==> config.mk <==
export PLATFORM = sky130hd
export DESIGN_NAME = rbuf_gated_fanout
export DESIGN_NICKNAME = d
export VERILOG_FILES = /design/src/rtl/rbuf_pkg.sv /design/src/rtl/rbuf_ctrl.sv /design/src/rtl/rbuf_datapath.sv /design/src/rtl/rbuf_gated_fanout.sv
export SDC_FILE = /design/constraint.sdc
export NUM_CORES = 1
export LEC_CHECK = 0
export BUFFER_PORTS_ARGS = -buffer_cell sky130_fd_sc_hd__buf_4
export CELL_PAD_IN_SITES_DETAIL_PLACEMENT = 1
export CELL_PAD_IN_SITES_GLOBAL_PLACEMENT = 1
export CORE_ASPECT_RATIO = 0.75
export CORE_MARGIN = 5
export CORE_UTILIZATION = 35
export DETAILED_ROUTE_END_ITERATION = 6
export PLACE_DENSITY_LB_ADDON = 0.1
export SYNTH_ARGS = -nofsm -noshare
export SYNTH_HDL_FRONTEND = slang
export SYNTH_SLANG_ARGS = --single-unit
==> constraint.sdc <==
create_clock -name clk -period 1.8 [get_ports clk]
set_input_delay 0.36 -clock clk [delete_from_list [all_inputs] [get_ports clk]]
set_output_delay 0.36 -clock clk [all_outputs]
set_load 0.005 [all_outputs]
==> src/rtl/rbuf_pkg.sv <==
package rbuf_pkg;

  // Strobes from control to datapath
  typedef struct packed {
    logic loadData;  // capture the data word at the next edge
    logic mapSwap;   // second copy uses the half-exchanged lane map
  } rbufStrobes_t;

endpackage

==> src/rtl/rbuf_ctrl.sv <==
module rbuf_ctrl
  import rbuf_pkg::*;
#(
  parameter int CS_W = 2
) (
  input  logic            gateEn,
  input  logic [CS_W-1:0] csIn,
  input  logic            cfgSel,
  output rbufStrobes_t    strobes
);

  logic allDeselected;

  // The freeze needs every chip select high at the sampling edge
  assign allDeselected = &csIn;

  always_comb begin
    strobes.loadData = !(gateEn && allDeselected);
    strobes.mapSwap  = cfgSel;
  end

endmodule

==> src/rtl/rbuf_datapath.sv <==
module rbuf_datapath
  import rbuf_pkg::*;
#(
  parameter int DATA_W = 28,
  parameter int CS_W   = 2
) (
  input  logic              clk,
  input  logic              rstN,
  input  rbufStrobes_t      strobes,
  input  logic [DATA_W-1:0] dIn,
  input  logic [CS_W-1:0]   csIn,
  output logic [DATA_W-1:0] qA,
  output logic [DATA_W-1:0] qB,
  output logic [CS_W-1:0]   csQA,
  output logic [CS_W-1:0]   csQB
);

  localparam int HALF = DATA_W / 2;

  logic [DATA_W-1:0] wordQ;
  logic [DATA_W-1:0] wordSwapped;
  logic [CS_W-1:0]   csQ;

  // Data register: loads only when the control allows it
  always_ff @(posedge clk or negedge rstN) begin
    if (!rstN) begin
      wordQ <= '0;
    end else if (strobes.loadData) begin
      wordQ <= dIn;
    end
  end

  // Chip-select register: loads on every edge
  always_ff @(posedge clk or negedge rstN) begin
    if (!rstN) begin
      csQ <= '0;
    end else begin
      csQ <= csIn;
    end
  end

  // Map B lane order: the two halves are exchanged
  for (genvar i = 0; i < DATA_W; i++) begin : g_swap
    assign wordSwapped[i] = wordQ[(i + HALF) % DATA_W];
  end

  assign qA   = wordQ;
  assign qB   = strobes.mapSwap ? wordSwapped : wordQ;
  assign csQA = csQ;
  assign csQB = csQ;

endmodule

==> src/rtl/rbuf_gated_fanout.sv <==
module rbuf_gated_fanout
  import rbuf_pkg::*;
#(
  parameter int DATA_W = 28,
  parameter int CS_W   = 2
) (
  input  logic              clk,
  input  logic              rstN,
  input  logic              cfgSel,
  input  logic              gateEn,
  input  logic [CS_W-1:0]   csIn,
  input  logic [DATA_W-1:0] dIn,
  output logic [DATA_W-1:0] qA,
  output logic [DATA_W-1:0] qB,
  output logic [CS_W-1:0]   csQA,
  output logic [CS_W-1:0]   csQB
);

  rbufStrobes_t strobes;

  rbuf_ctrl #(.CS_W(CS_W)) u_ctrl (
    .gateEn (gateEn),
    .csIn   (csIn),
    .cfgSel (cfgSel),
    .strobes(strobes)
  );

  rbuf_datapath #(.DATA_W(DATA_W), .CS_W(CS_W)) u_dp (
    .clk    (clk),
    .rstN   (rstN),
    .strobes(strobes),
    .dIn    (dIn),
    .csIn   (csIn),
    .qA     (qA),
    .qB     (qB),
    .csQA   (csQA),
    .csQB   (csQB)
  );

endmodule

# == Yosys cells after proc, flatten, opt, wreduce, memory -nomap -nowiden ==
# Cells that the tools add are included.
# totals
ff_bits,30
latchBits,0
ramBits,0
romBits,0
inputBits,34
out_inout_bits,60
elab_cells,5
memories,0
# classes
addsub,0
mul,0
n_div,0
magnitude_cmp,0
n_eq_ne,0
shifts,0
mux,1
n_bitwise,0
reduce_logical,2
# op_table
operator,count
$mux W28,1
$reduce_and A2 Y1,1
$logic_and A1 B1 Y1,1

# == Longest topological paths before layout ==
# depth
word_depth,2
ltp_mapped,3
mapped_depth_nobuf,2

# == By module ==
# A second synthesis with hierarchy kept.
# hier_totals
cells_unflattened,96
area_unflattened_um2,1661.6
# by_module_without_submodules
mod,instances,cells_each,area_each_um2,seq_area_each_um2
rbuf_datapath,1,94,1649.1,750.7
rbuf_ctrl,1,2,12.5,0.0

# == Worst setup path after synthesis ==
# Ideal clock, no wire load.
# synth_timing
path_type,input to output
start,input cfgSel
end,output qB[10]
arrival_ns,1.076
required_ns,1.440
setup_slack_ns,0.364
stages,3
n_path_buf,2
cell_sequence,buf_2 buf_4 mux2_2
# synth_between
elab_chain_cells,1
# synth_rtl
element,line,rtl
from (decl),rbuf_gated_fanout.sv:9,"input logic cfgSel,"
$mux W28,rbuf_datapath.sv:48,assign qB = strobes.mapSwap ? wordSwapped : wordQ;
to (decl),rbuf_gated_fanout.sv:14,"output logic [DATA_W-1:0] qB,"
# No other way between the ends.

# == Worst setup path in the final report ==
# layout_timing
start,input cfgSel
end,output qB[6]
# Same word-level chain as after synthesis.

==> summary.txt <==
Logic synthesis
  • Synth Area in Compound Gates: 0%
  • Syn Std Cell Area: 1530 µm²
  • Seq/Total Area, Yosys: between 40% and 50%
  • Largest family of logic cells by synthesized area: multiplexers
  • Synth cell types: 7
  • Synth Register Bits: 30
  • Syn. warnings: 0
  • Multiplexer share of the synthesized area: 46.1%
  • Adder-cell share of the synthesized area: 0%
  • Post-Synth XOR/XNOR Area: 0%
  • Top cells by area, synth: dfrtp_1 49%, mux2_2 26%, mux2_4 20%
  • Leading area contributor after synthesis: dfrtp_1
  • Synthesized instance count: between 90 and 100
  • Simple logic cell fraction of the synthesized area: 1.14%
  • Syn_nets: 128
  • Yosys top cell area share: 49.0%
  • Synthesized area per cell: about 16 µm²

Global route
  • Initial antenna violation count: 0
  • Number of global-route vias before repair: 1312
  • Total GRT Usage: 15.2%
  • Global-route wire length before repair: 6.75 mm
  • Pin count of the biggest net entering global routing: 31
  • Global route overflow: 0

Cells and area
  • Most frequent cells in the layout: 93 x buf_4, 36 x mux2_2, 30 x dfrtp_1
  • Share of layout cells above drive strength 1: 83.9%
  • Synth-to-layout area growth: 51.7%
  • Leading cell type in the layout, fill and taps excluded: buf_4
  • Fillers: between 400 and 500
  • Ant. Diodes: 0
  • Net count, final: roughly 220

Timing
  • Clock Skew: 0 ns
  • Post-layout min period: 1.58 ns
  • Slew Limit Headroom: between 60% and 70%
  • Max-slew violation count: 0
  • Endpoints failing hold: 0
  • Total negative setup slack: 0 ns
  • Setup violations, final: 0
  • RSZ-0062 raised after global routing: false
  • Final Cycle Share: about 88%
  • Final worst setup slack: 0.216 ns
  • Slew @ Worst Pin: 0.544 ns
  • Highest achievable clock rate: between 0.6 and 0.7 GHz

Critical path
  • Worst reg2reg path depth: 1
  • Critical path capture point type: primary output
  • Worst-path fanout max: 28
  • Reg-to-reg endpoint: u_dp.qA[6]
  • R2R setup slack: 0.99 ns
  • Critical Path End: qB[6]
  • Critical Path Start: cfgSel
  • Crit path arrival time: about 1.2 ns
  • Critical path class: input pin to primary output
  • Critical R2R Launch: u_dp.qA[6]
  • Critical Path RT: about 1.4 ns
  • Startpoint Class: input pin

Detailed routing
  • Antenna Nets Post-Route: 0
  • Met3 WL: 320 µm
  • Vias: 1121
  • Initial DRC Count: 31
  • DR pass1 iterations: 2
  • WL met2: 2.23 mm
  • Vias per cell: 4.65
  • Uppermost routed layer: met4
  • WL final: 4.21 mm
  • Wire per inst: 17.5 µm
  • Wl on met1: 1.65 mm
  • Post-route DRC: 0

Run
  • Max-capacitance violation count: 0

Placement
  • Place WS: 0.219 ns
  • RD Place Congestion: 0.703
  • Port bufs: 93

Die
  • Die width: 86.4 µm
  • Die area: 5810 µm²
  • Die H: 67.3 µm
  • Initial Utilization: between 30% and 40%
  • IO Count: 94
  • CORE AREA: about 4100 µm²
  • Row count: 20

Clocking
  • Number of setup buffers added after CTS: 0
  • Post-CTS Resized: 0
  • Clk sinks: 30
  • Maximum clock path buffer count: 2
  • Worst-path clk slew: approximately 0.060 ns
  • CTS tree: done
  • CTS H-Tree Depth: 2
  • CTS Buf Count: 5
  • Root Buffer: clkbuf_8
  • Clock Latency Late Sink: 0.27 ns
  • Hold buffers post-CTS: 0

Power
  • Internal: 1.31 mW
  • Sequential Power Share: 44.7%
  • Sw frac: 24.2%
  • NetSw: 418 µW
  • Power per cell area: 743 nW/µm²
  • Max IR drop VDD: 0.447 mV
  • Share of power burned in the clock network: 30.3%
  • Gate power share: 25.0%
  • Leak: approximately 1.2 nW

Hold path
  • Worst hold path type: input pin to asynchronous set/reset pin

Outcome
  • Status: finished, final reports clean
## critical path, cell delays in order
cell	delay (ns)
buf_4	0.32
mux2_2	0.39
buf_4	0.14
## layer usage
layer | vias up | GRT usage [%]
li1 | 521 | -
met1 | 550 | 17.6
met2 | 48 | 27.0
met3 | 2 | 6.46
met4 | 0 | 2.33
met5 | - | 0
## power groups by stage
stage                     clock [mW]  combinational [mW]  sequential [mW]
after global placement             0               0.428            0.777
final                          0.522               0.432            0.772
after CTS                      0.541               0.441            0.772
after global routing           0.589               0.465            0.781
after floorplan                    0               0.176            0.777
after detailed placement           0               0.438            0.784
## how the worst min path moves through the flow
stage / slack, ns / startpoint / depth (start not counted) / endpoint
3_5_place_dp: 0.31 / rstN / 1 / u_dp.qA[1]
2_1_floorplan: 0.06 / rstN / 0 / u_dp.csQA[0]
4_1_cts: 0.02 / rstN / 1 / u_dp.qA[1]
6_report: 0.01 / rstN / 1 / u_dp.qA[1]
3_3_place_gp: 0.31 / rstN / 1 / u_dp.qA[1]
5_1_grt: 0.02 / rstN / 1 / u_dp.qA[1]
## Yosys cell counts (all sizes together)
| library cell | count |
|---|---|
| buf | 7 |
| dfrtp | 30 |
| mux2 | 56 |
| nand3 | 1 |
## cell type report
cell class,instances,area (µm²),share of cell area [%]
flip-flops and latches,30,751,32.3
multi-input cells,57,723,31.1
repair buffers,93,698,30.0
well taps,55,68.8,2.96
clock buffers,6,82.6,3.55
## state kept, by name, summed over array words and instances, names as in the netlist
name       count
u_dp.qA       28
u_dp.csQA      2
## cells by family (layout without fill, tap and decap cells)
family        after synthesis  in the layout
flops                      30             30
simple gates                1              1
mux                        56             56
buf+inv                     7             99
## per-stage QoR
stage	instances	power [mW]	hold WS [ns]	util, %	cell area [µm²]
floorplan	94	0.952	0.0644	-	1530
global placement	235	1.21	0.312	54.3	2240
detailed placement	235	1.22	0.315	54.3	2240
CTS	241	1.75	0.0198	56.3	2320
global route	241	1.84	0.0201	56.3	2320
finish	241	1.73	0.00975	56.3	2320
Note: power is estimated with default switching activity, not from simulation.
